--- config.mk ---
export PLATFORM = sky130hd
export DESIGN_NAME = tbl_access_port
export DESIGN_NICKNAME = d
export VERILOG_FILES = /design/src/rtl/tap_pkg.sv /design/src/rtl/tap_addr_reg.sv /design/src/rtl/tap_table_bank.sv /design/src/rtl/tap_fx.sv /design/src/rtl/tbl_access_port.sv
export SDC_FILE = /design/constraint.sdc
export NUM_CORES = 2
export LEC_CHECK = 0
export BUFFER_PORTS_ARGS = -buffer_cell sky130_fd_sc_hd__buf_2
export CAP_MARGIN = 10
export CORE_ASPECT_RATIO = 1.75
export CORE_MARGIN = 2
export CORE_UTILIZATION = 39
export DETAILED_ROUTE_END_ITERATION = 6
export GPL_TIMING_DRIVEN = 1
export SETUP_SLACK_MARGIN = 0.05
export SYNTH_ARGS = -nofsm -noshare
export SYNTH_HDL_FRONTEND = slang
export SYNTH_SLANG_ARGS = --single-unit
--- constraint.sdc ---
create_clock -name clk_i -period 4.4 [get_ports clk_i]
set_input_delay 0.88 -clock clk_i [delete_from_list [all_inputs] [get_ports clk_i]]
set_output_delay 0.88 -clock clk_i [all_outputs]
set_load 0.1 [all_outputs]
--- src/rtl/tap_pkg.sv ---
package tap_pkg;
  localparam int NUM_TBL = 7;
  localparam int SEL_W   = 4;
  localparam int SEL_LSB = 16;
  localparam int INC_BIT = 31;
  localparam int SRV_LSB = 24;
  localparam int SRV_W   = 14;
  localparam int PRIO_W  = 8;
  localparam logic [63:0] VEC_KEEP = 64'h0000_00FF_FF0F_00FF;
  localparam logic [63:0] ALL_KEEP = '1;

  typedef enum logic [SEL_W-1:0] {
    TBL_LIST = 4'd0,
    TBL_VEC  = 4'd1,
    TBL_CAM  = 4'd2,
    TBL_XLT  = 4'd3,
    TBL_WIN  = 4'd4,
    TBL_PEND = 4'd5,
    TBL_EVT  = 4'd6
  } tbl_e;

  function automatic logic tbl_backed(input int t);
    return (t == int'(TBL_LIST)) || (t == int'(TBL_VEC)) || (t == int'(TBL_XLT)) ||
           (t == int'(TBL_WIN)) || (t == int'(TBL_EVT));
  endfunction
endpackage

--- src/rtl/tap_addr_reg.sv ---
module tap_addr_reg
  import tap_pkg::*;
#(
  parameter int IDX_W = 6
) (
  input  logic             clk_i,
  input  logic             rst_ni,
  input  logic             ld_i,
  input  logic [SEL_W-1:0] ld_sel_i,
  input  logic [IDX_W-1:0] ld_idx_i,
  input  logic             ld_inc_i,
  input  logic             adv_i,
  input  logic [IDX_W-1:0] mask_i,
  output logic [SEL_W-1:0] sel_o,
  output logic [IDX_W-1:0] idx_o,
  output logic             inc_o,
  output logic [63:0]      word_o
);
  logic [SEL_W-1:0] sel_q;
  logic [IDX_W-1:0] idx_q;
  logic             inc_q;

  always_ff @(posedge clk_i or negedge rst_ni) begin
    if (!rst_ni) begin
      sel_q <= '0;
      idx_q <= '0;
      inc_q <= 1'b0;
    end else if (ld_i) begin
      sel_q <= ld_sel_i;
      idx_q <= ld_idx_i;
      inc_q <= ld_inc_i;
    end else if (adv_i) begin
      idx_q <= ((idx_q & mask_i) + IDX_W'(1)) & mask_i;
    end
  end

  always_comb begin
    word_o = '0;
    word_o[IDX_W-1:0]         = idx_q;
    word_o[SEL_LSB +: SEL_W]  = sel_q;
    word_o[INC_BIT]           = inc_q;
  end

  assign sel_o = sel_q;
  assign idx_o = idx_q;
  assign inc_o = inc_q;
endmodule

--- src/rtl/tap_table_bank.sv ---
module tap_table_bank #(
  parameter int          DEPTH = 8,
  parameter logic [63:0] KEEP  = '1
) (
  input  logic                     clk_i,
  input  logic                     rst_ni,
  input  logic                     we_i,
  input  logic [$clog2(DEPTH)-1:0] idx_i,
  input  logic [63:0]              wdata_i,
  output logic [63:0]              rdata_o
);
  logic [63:0] mem_q [DEPTH];

  always_ff @(posedge clk_i or negedge rst_ni) begin
    if (!rst_ni) begin
      for (int i = 0; i < DEPTH; i++) mem_q[i] <= '0;
    end else if (we_i) begin
      mem_q[idx_i] <= wdata_i & KEEP;
    end
  end

  assign rdata_o = mem_q[idx_i];
endmodule

--- src/rtl/tap_fx.sv ---
module tap_fx
  import tap_pkg::*;
#(
  parameter int IDX_W = 6
) (
  input  logic              clk_i,
  input  logic              rst_ni,
  input  logic              fire_i,
  input  logic [SEL_W-1:0]  tbl_i,
  input  logic [IDX_W-1:0]  idx_i,
  input  logic [SRV_W-1:0]  srv_i,
  input  logic [PRIO_W-1:0] prio_i,
  output logic              valid_o,
  output logic [SEL_W-1:0]  tbl_o,
  output logic [IDX_W-1:0]  idx_o,
  output logic [SRV_W-1:0]  srv_o,
  output logic [PRIO_W-1:0] prio_o
);
  logic is_vec;
  assign is_vec = (tbl_i == TBL_VEC);

  always_ff @(posedge clk_i or negedge rst_ni) begin
    if (!rst_ni) begin
      valid_o <= 1'b0;
      tbl_o   <= '0;
      idx_o   <= '0;
      srv_o   <= '0;
      prio_o  <= '0;
    end else begin
      valid_o <= fire_i;
      if (fire_i) begin
        tbl_o  <= tbl_i;
        idx_o  <= idx_i;
        srv_o  <= is_vec ? srv_i : '0;
        prio_o <= is_vec ? prio_i : '0;
      end
    end
  end
endmodule

--- src/rtl/tbl_access_port.sv ---
module tbl_access_port
  import tap_pkg::*;
#(
  parameter int IDX_W      = 6,
  parameter int LIST_DEPTH = 8,
  parameter int VEC_DEPTH  = 8,
  parameter int CAM_DEPTH  = 16,
  parameter int XLT_DEPTH  = 16,
  parameter int WIN_DEPTH  = 8,
  parameter int PEND_DEPTH = 4,
  parameter int EVT_DEPTH  = 4
) (
  input  logic              clk_i,
  input  logic              rst_ni,
  input  logic              req_i,
  input  logic              we_i,
  input  logic              reg_sel_i,
  input  logic [63:0]       wdata_i,
  output logic              rvalid_o,
  output logic [63:0]       rdata_o,
  output logic              err_o,
  output logic              fx_valid_o,
  output logic [SEL_W-1:0]  fx_table_o,
  output logic [IDX_W-1:0]  fx_index_o,
  output logic [SRV_W-1:0]  fx_server_o,
  output logic [PRIO_W-1:0] fx_prio_o
);
  localparam int DEP [NUM_TBL] = '{LIST_DEPTH, VEC_DEPTH, CAM_DEPTH, XLT_DEPTH,
                                   WIN_DEPTH, PEND_DEPTH, EVT_DEPTH};

  logic [SEL_W-1:0] sel;
  logic [IDX_W-1:0] idx, mask, idx_eff;
  logic             inc;
  logic [63:0]      ptr_word;
  logic             sel_ok, acc, acc_ok, wr_tbl, fire;
  logic [63:0]      rd_arr [NUM_TBL];
  logic [63:0]      rd_tbl, rd_next;

  assign acc     = req_i && reg_sel_i;
  assign sel_ok  = (int'(sel) < NUM_TBL);
  assign acc_ok  = acc && sel_ok;
  assign wr_tbl  = acc_ok && we_i;
  assign idx_eff = idx & mask;
  assign fire    = wr_tbl && ((sel == TBL_VEC) || (sel == TBL_WIN));

  always_comb begin
    mask   = '0;
    rd_tbl = '0;
    for (int t = 0; t < NUM_TBL; t++) begin
      if (int'(sel) == t) begin
        mask   = IDX_W'(DEP[t] - 1);
        rd_tbl = rd_arr[t];
      end
    end
  end

  tap_addr_reg #(.IDX_W(IDX_W)) u_ptr (
    .clk_i    (clk_i),
    .rst_ni   (rst_ni),
    .ld_i     (req_i && we_i && !reg_sel_i),
    .ld_sel_i (wdata_i[SEL_LSB +: SEL_W]),
    .ld_idx_i (wdata_i[IDX_W-1:0]),
    .ld_inc_i (wdata_i[INC_BIT]),
    .adv_i    (acc_ok && inc),
    .mask_i   (mask),
    .sel_o    (sel),
    .idx_o    (idx),
    .inc_o    (inc),
    .word_o   (ptr_word)
  );

  for (genvar t = 0; t < NUM_TBL; t++) begin : g_tbl
    if (tbl_backed(t)) begin : g_store
      localparam int AW = $clog2(DEP[t]);
      tap_table_bank #(
        .DEPTH (DEP[t]),
        .KEEP  ((t == int'(TBL_VEC)) ? VEC_KEEP : ALL_KEEP)
      ) u_bank (
        .clk_i   (clk_i),
        .rst_ni  (rst_ni),
        .we_i    (wr_tbl && (int'(sel) == t)),
        .idx_i   (idx_eff[AW-1:0]),
        .wdata_i (wdata_i),
        .rdata_o (rd_arr[t])
      );
    end else begin : g_empty
      assign rd_arr[t] = '0;
    end
  end

  always_comb begin
    if (!reg_sel_i)  rd_next = ptr_word;
    else if (sel_ok) rd_next = rd_tbl;
    else             rd_next = '0;
  end

  always_ff @(posedge clk_i or negedge rst_ni) begin
    if (!rst_ni) begin
      rvalid_o <= 1'b0;
      rdata_o  <= '0;
      err_o    <= 1'b0;
    end else begin
      rvalid_o <= req_i && !we_i;
      rdata_o  <= (req_i && !we_i) ? rd_next : '0;
      err_o    <= acc && !sel_ok;
    end
  end

  // server low two bits are a link pointer and are dropped
  tap_fx #(.IDX_W(IDX_W)) u_fx (
    .clk_i   (clk_i),
    .rst_ni  (rst_ni),
    .fire_i  (fire),
    .tbl_i   (sel),
    .idx_i   (idx_eff),
    .srv_i   (wdata_i[SRV_LSB+2 +: SRV_W]),
    .prio_i  (wdata_i[PRIO_W-1:0]),
    .valid_o (fx_valid_o),
    .tbl_o   (fx_table_o),
    .idx_o   (fx_index_o),
    .srv_o   (fx_server_o),
    .prio_o  (fx_prio_o)
  );
endmodule

==> results_tabular.tex <==
\begin{tabular}{lr}
\hline
Metric & Value \\
\hline
\multicolumn{2}{l}{\textbf{Status}} \\
\quad Outcome & completed \\
\multicolumn{2}{l}{\textbf{Floorplan}} \\
\quad I/O pin count & between 150 and 200 \\
\quad Die Y-Extent & approximately 730 um \\
\quad Horizontal die dimension & roughly 420 um \\
\quad Core ar. & a little over 0.3 mm\^{}2 \\
\quad Starting density of the core & between 30 and 40\% \\
\quad Standard-cell rows & approximately 270 \\
\quad Area of the die & between 0.3 and 0.4 mm\^{}2 \\
\multicolumn{2}{l}{\textbf{Clock network}} \\
\quad Hold bufs inserted after CTS & 1 \\
\quad TritonCTS clock tree & built \\
\quad CTS H-tree depth & 4 \\
\quad Buffers inserted during post-CTS setup optimization & 0 \\
\quad CTS Root Cell & sky130\_fd\_sc\_hd\_\_clkbuf\_16 \\
\quad Skew-Pair Late Insertion Delay & between 900 and 1000 ps \\
\quad Clock buffer count from CTS & 234 \\
\quad TritonCTS Sinks & around 2600 \\
\quad Number of cells upsized or downsized after cts & 0 \\
\quad Clock transition time at the flip-flop clock pins of the worst setup and hold paths & roughly 70 ps \\
\quad Largest buffer count on any clock path & 4 \\
\multicolumn{2}{l}{\textbf{Pwr}} \\
\quad Flop pwr share & 43.5\% \\
\quad Switching share of power & roughly a third \\
\quad Worst vdd rail ir drop & between 300 and 400 uV \\
\quad P per Cell Area & 464 mW/mm\^{}2 \\
\quad Clock power frac & between 30\% and 40\% \\
\quad Reported net switching power & about 20 mW \\
\quad Cell-internal power & 41.8 mW \\
\quad Share of total power in combinational logic & a little over a fifth \\
\quad Static Leakage & between 60 and 70 nW \\
\multicolumn{2}{l}{\textbf{Yosys}} \\
\quad Total standard cell area after synthesis & about 0.12 mm\^{}2 \\
\quad Area fraction in and, or, nand and nor cells after synthesis & $\sim$3.3\% \\
\quad Xor and xnor area share after synthesis & 0\% \\
\quad Number of instances in the synthesized netlist & between 8000 and 9000 \\
\quad FF+latch count, synth & roughly 2600 \\
\quad Fraction of post-synthesis cell area in the top cell type by area & $\sim$56\% \\
\quad Multiplexer share of the synthesized area & $\sim$28\% \\
\quad Portion of the post-synthesis area used by sequential elements & 55.6\% \\
\quad Largest cells by area after synthesis & sky130\_fd\_sc\_hd\_\_dfrtp\_1 (56\%), sky130\_fd\_sc\_hd\_\_mux2\_2 (21\%), sky130\_fd\_sc\_hd\_\_mux2i\_1 (2.8\%) \\
\quad Distinct cell type count of the synthesized netlist & 98 \\
\quad Most common flop cell mapped by yosys & sky130\_fd\_sc\_hd\_\_dfrtp\_1 \\
\quad Async S/R FF share, synth & between 90\% and 100\% \\
\quad Compound-gate portion of the synthesized area & under 10\% \\
\quad Synth area leader & sky130\_fd\_sc\_hd\_\_dfrtp\_1 \\
\quad Adder-cell area share of the yosys netlist & less than 1\% \\
\quad Dominant combinational cell family by area after synthesis & multiplexers \\
\quad Per-instance average area after synthesis & 13.5 um\^{}2 \\
\quad Number of warnings reported in the yosys synthesis log & 0 \\
\quad Count of flip-flops with a built-in enable after synthesis & 0 \\
\multicolumn{2}{l}{\textbf{Cells and area}} \\
\quad Highest-count cells in the layout ignoring fill and taps & sky130\_fd\_sc\_hd\_\_dfrtp\_1 (2634), sky130\_fd\_sc\_hd\_\_mux2\_2 (2249), sky130\_fd\_sc\_hd\_\_mux2i\_1 (335), sky130\_fd\_sc\_hd\_\_nand2\_1 (326), sky130\_fd\_sc\_hd\_\_o22ai\_1 (308) \\
\quad Finished Core Util & between 40\% and 50\% \\
\quad Final instance area & 0.133 mm\^{}2 \\
\quad Leading cell type in the layout, fill and taps excluded & sky130\_fd\_sc\_hd\_\_dfrtp\_1 \\
\quad Final nets & approximately 8800 \\
\quad Ratio of cells with drive above 1 in the final layout & a little under two fifths \\
\quad P\&R area growth vs syn & 11.7\% \\
\multicolumn{2}{l}{\textbf{Critical path}} \\
\quad Startpoint type of the worst setup path & register \\
\quad CP Launch Point & u\_ptr.sel\_o[3]\$\_DFFE\_PN0P\_ \\
\quad Worst setup slack for register-to-register paths & around 500 ps \\
\quad Crit path max fanout & 51 \\
\quad Data arrival time at the worst-slack endpoint & 4640 ps \\
\quad Crit. End Element & register \\
\quad Register-to-Register Path Depth & 6 \\
\quad Start-to-end type of the worst setup path & register to register \\
\quad Req. time, crit path & $\sim$5200 ps \\
\quad Crit Reg-Reg Endpoint & g\_tbl[3].g\_store.u\_bank.mem\_q[161]\$\_DFFE\_PN0P\_ \\
\quad Beginning of the worst register-to-register path & u\_ptr.sel\_o[3]\$\_DFFE\_PN0P\_ \\
\multicolumn{2}{l}{\textbf{Detailed routing}} \\
\quad First-pass detailed-route iteration total & 6 \\
\quad Number of vias per cell & $\sim$6.3 \\
\quad Routed wirelength normalized by instance count & 35.5 um \\
\quad Detailed Route WL & approximately 460000 um \\
\quad Number of DRC markers in iteration 0 & around 7500 \\
\quad Number of design rule violations left after detail routing & 0 \\
\quad Antenna Nets Post-Route & 0 \\
\quad Total number of vias & between 80000 and 90000 \\
\multicolumn{2}{l}{\textbf{Placed design}} \\
\quad DP Wirelength & 277000 um \\
\quad Routability congestion estimate & slightly below 0.9 \\
\quad Count of buffers inserted at the top-level ports & 165 \\
\quad Placement-stage cell area & roughly 0.12 mm\^{}2 \\
\multicolumn{2}{l}{\textbf{Global routing}} \\
\quad Global route overflow & 0 \\
\quad Total global-route track usage & a little under 30\% \\
\quad Global-route wire length before repair & 651000 um \\
\quad Largest net degree at the start of global routing & about 160 \\
\quad Number of global-route vias before repair & between 80000 and 90000 \\
\quad Antenna violations before repair & 62 \\
\multicolumn{2}{l}{\textbf{Timing}} \\
\quad Number of hold violations in the final report & 0 \\
\quad Unrepaired setup endpoints after global routing & no \\
\quad Clock skew & 76.4 ps \\
\quad Relative slew slack & 18.7\% \\
\quad Post-route fraction of the period consumed by the critical path & 88.3\% \\
\quad Final setup violating endpoints & 0 \\
\quad Worst slew pin tran & around 1200 ps \\
\quad Top achievable clock speed & about 260 MHz \\
\quad Slew Limit Fails & 0 \\
\quad Time the worst path needs with I/O delays and setup & slightly below 4000 ps \\
\quad Fin Setup TNS & 0 ps \\
\quad Final hold slack & 456 ps \\
\multicolumn{2}{l}{\textbf{Worst hold path}} \\
\quad Worst hold path endpoint & g\_tbl[3].g\_store.u\_bank.mem\_q[350]\$\_DFFE\_PN0P\_ \\
\quad Hold path startpoint & wdata\_i[30] \\
\quad Hold Path Depth & 2 \\
\quad Class of the worst hold path & input port to register \\
\multicolumn{2}{l}{\textbf{Run}} \\
\quad Max-capacitance violation count & 0 \\
\hline
\end{tabular}
[final cells by class]
class                      count  area, um^2
fill                       27500      171000
sequential                  2636       66000
multi-input combinational   5261       48000
clock buffer                 340        6960
timing repair buffer         572        5490
tap                         4050        5070
clock inverter                83         898
antenna                       39        97.6
inverter                      12        52.6
[power groups by stage]
stage / clock [mW] / combinational, mW / sequential, mW
2_1_floorplan: 0 / 6.63 / 27.7
3_3_place_gp: 0 / 12.8 / 27.1
3_5_place_dp: 0 / 12.9 / 27.2
4_1_cts: 21.8 / 13.0 / 26.7
5_1_grt: 22.7 / 13.6 / 26.9
6_report: 21.6 / 13.2 / 26.8
[synth_stat cells (all sizes together) (23+ instances only)]
| master | instances |
|---|---|
| buf | 539 |
| a22o | 57 |
| mux2i | 335 |
| a221oi | 105 |
| a211oi | 50 |
| dfrtp | 2636 |
| mux2 | 2589 |
| o22a | 58 |
| nor3 | 106 |
| and3 | 24 |
| o211ai | 23 |
| nand2 | 341 |
| o21ai | 230 |
| a22oi | 26 |
| o22ai | 308 |
| a21oi | 233 |
| o221ai | 178 |
| clkbuf | 344 |
| nor2 | 180 |
| a31oi | 88 |
| a222oi | 35 |
| nand3 | 60 |
[stage by stage]
step,setup slack [ps],cells,power [mW]
after floorplan,1310,8792,34.3
after global placement,563,12500,39.9
after detailed placement,580,12500,40.1
after CTS,576,13000,61.5
after global routing,387,13000,63.2
final,513,13000,61.5
[sequential cells by signal, indices dropped and copies added (netlist names)]
name,cells
rvalid_o,1
u_ptr.inc_o,1
err_o,1
u_fx.idx_o,4
u_fx.prio_o,8
u_ptr.sel_o,4
u_fx.srv_o,14
rdata_o,64
u_ptr.idx_o,6
g_tbl.g_store.u_bank.mem_q,2528
u_fx.valid_o,1
u_fx.tbl_o,4
[routing by layer]
layer  vias to the layer above  track usage, %  wire (um)  part of all wire (%)
met3                      1462            5.56      33700                   7.3
met4                        32            21.2      38800                   8.4
li1                      32300               -          -                     -
met1                     43500            33.8     167000                    36
met5                         -               0        227                 0.049
met2                      3946            48.6     221000                    48
[cell families (layout without fill, tap and decap cells)]
group	after synthesis	after routing
mux	2926	2926
flops	2636	2636
compound gates	1553	1553
buf+inv	895	1007
simple gates	776	776
fa+ha+maj	4	4
other cells	1	41
[worst max-delay path, cell delays in order, from the launching register on]
cell                       delay [ps]
sky130_fd_sc_hd__dfrtp_1          660
sky130_fd_sc_hd__and4bb_2         860
sky130_fd_sc_hd__buf_4            590
sky130_fd_sc_hd__and3_1           500
sky130_fd_sc_hd__nand3_4          130
sky130_fd_sc_hd__buf_12           260
sky130_fd_sc_hd__mux2_1           470
[worst max path at each step]
stage	to	slack, ps	cells after the start
finish	g_tbl[3].g_store.u_bank.mem_q[161]$_DFFE_PN0P_	510	6
global route	rdata_o[40]$_DFF_PN0_	390	9
CTS	rdata_o[40]$_DFF_PN0_	580	9
detailed placement	rdata_o[7]$_DFF_PN0_	580	8
global placement	rdata_o[40]$_DFF_PN0_	560	9
floorplan	g_tbl[3].g_store.u_bank.mem_q[126]$_DFFE_PN0P_	1310	16
Power figures use the tool's default switching activity.
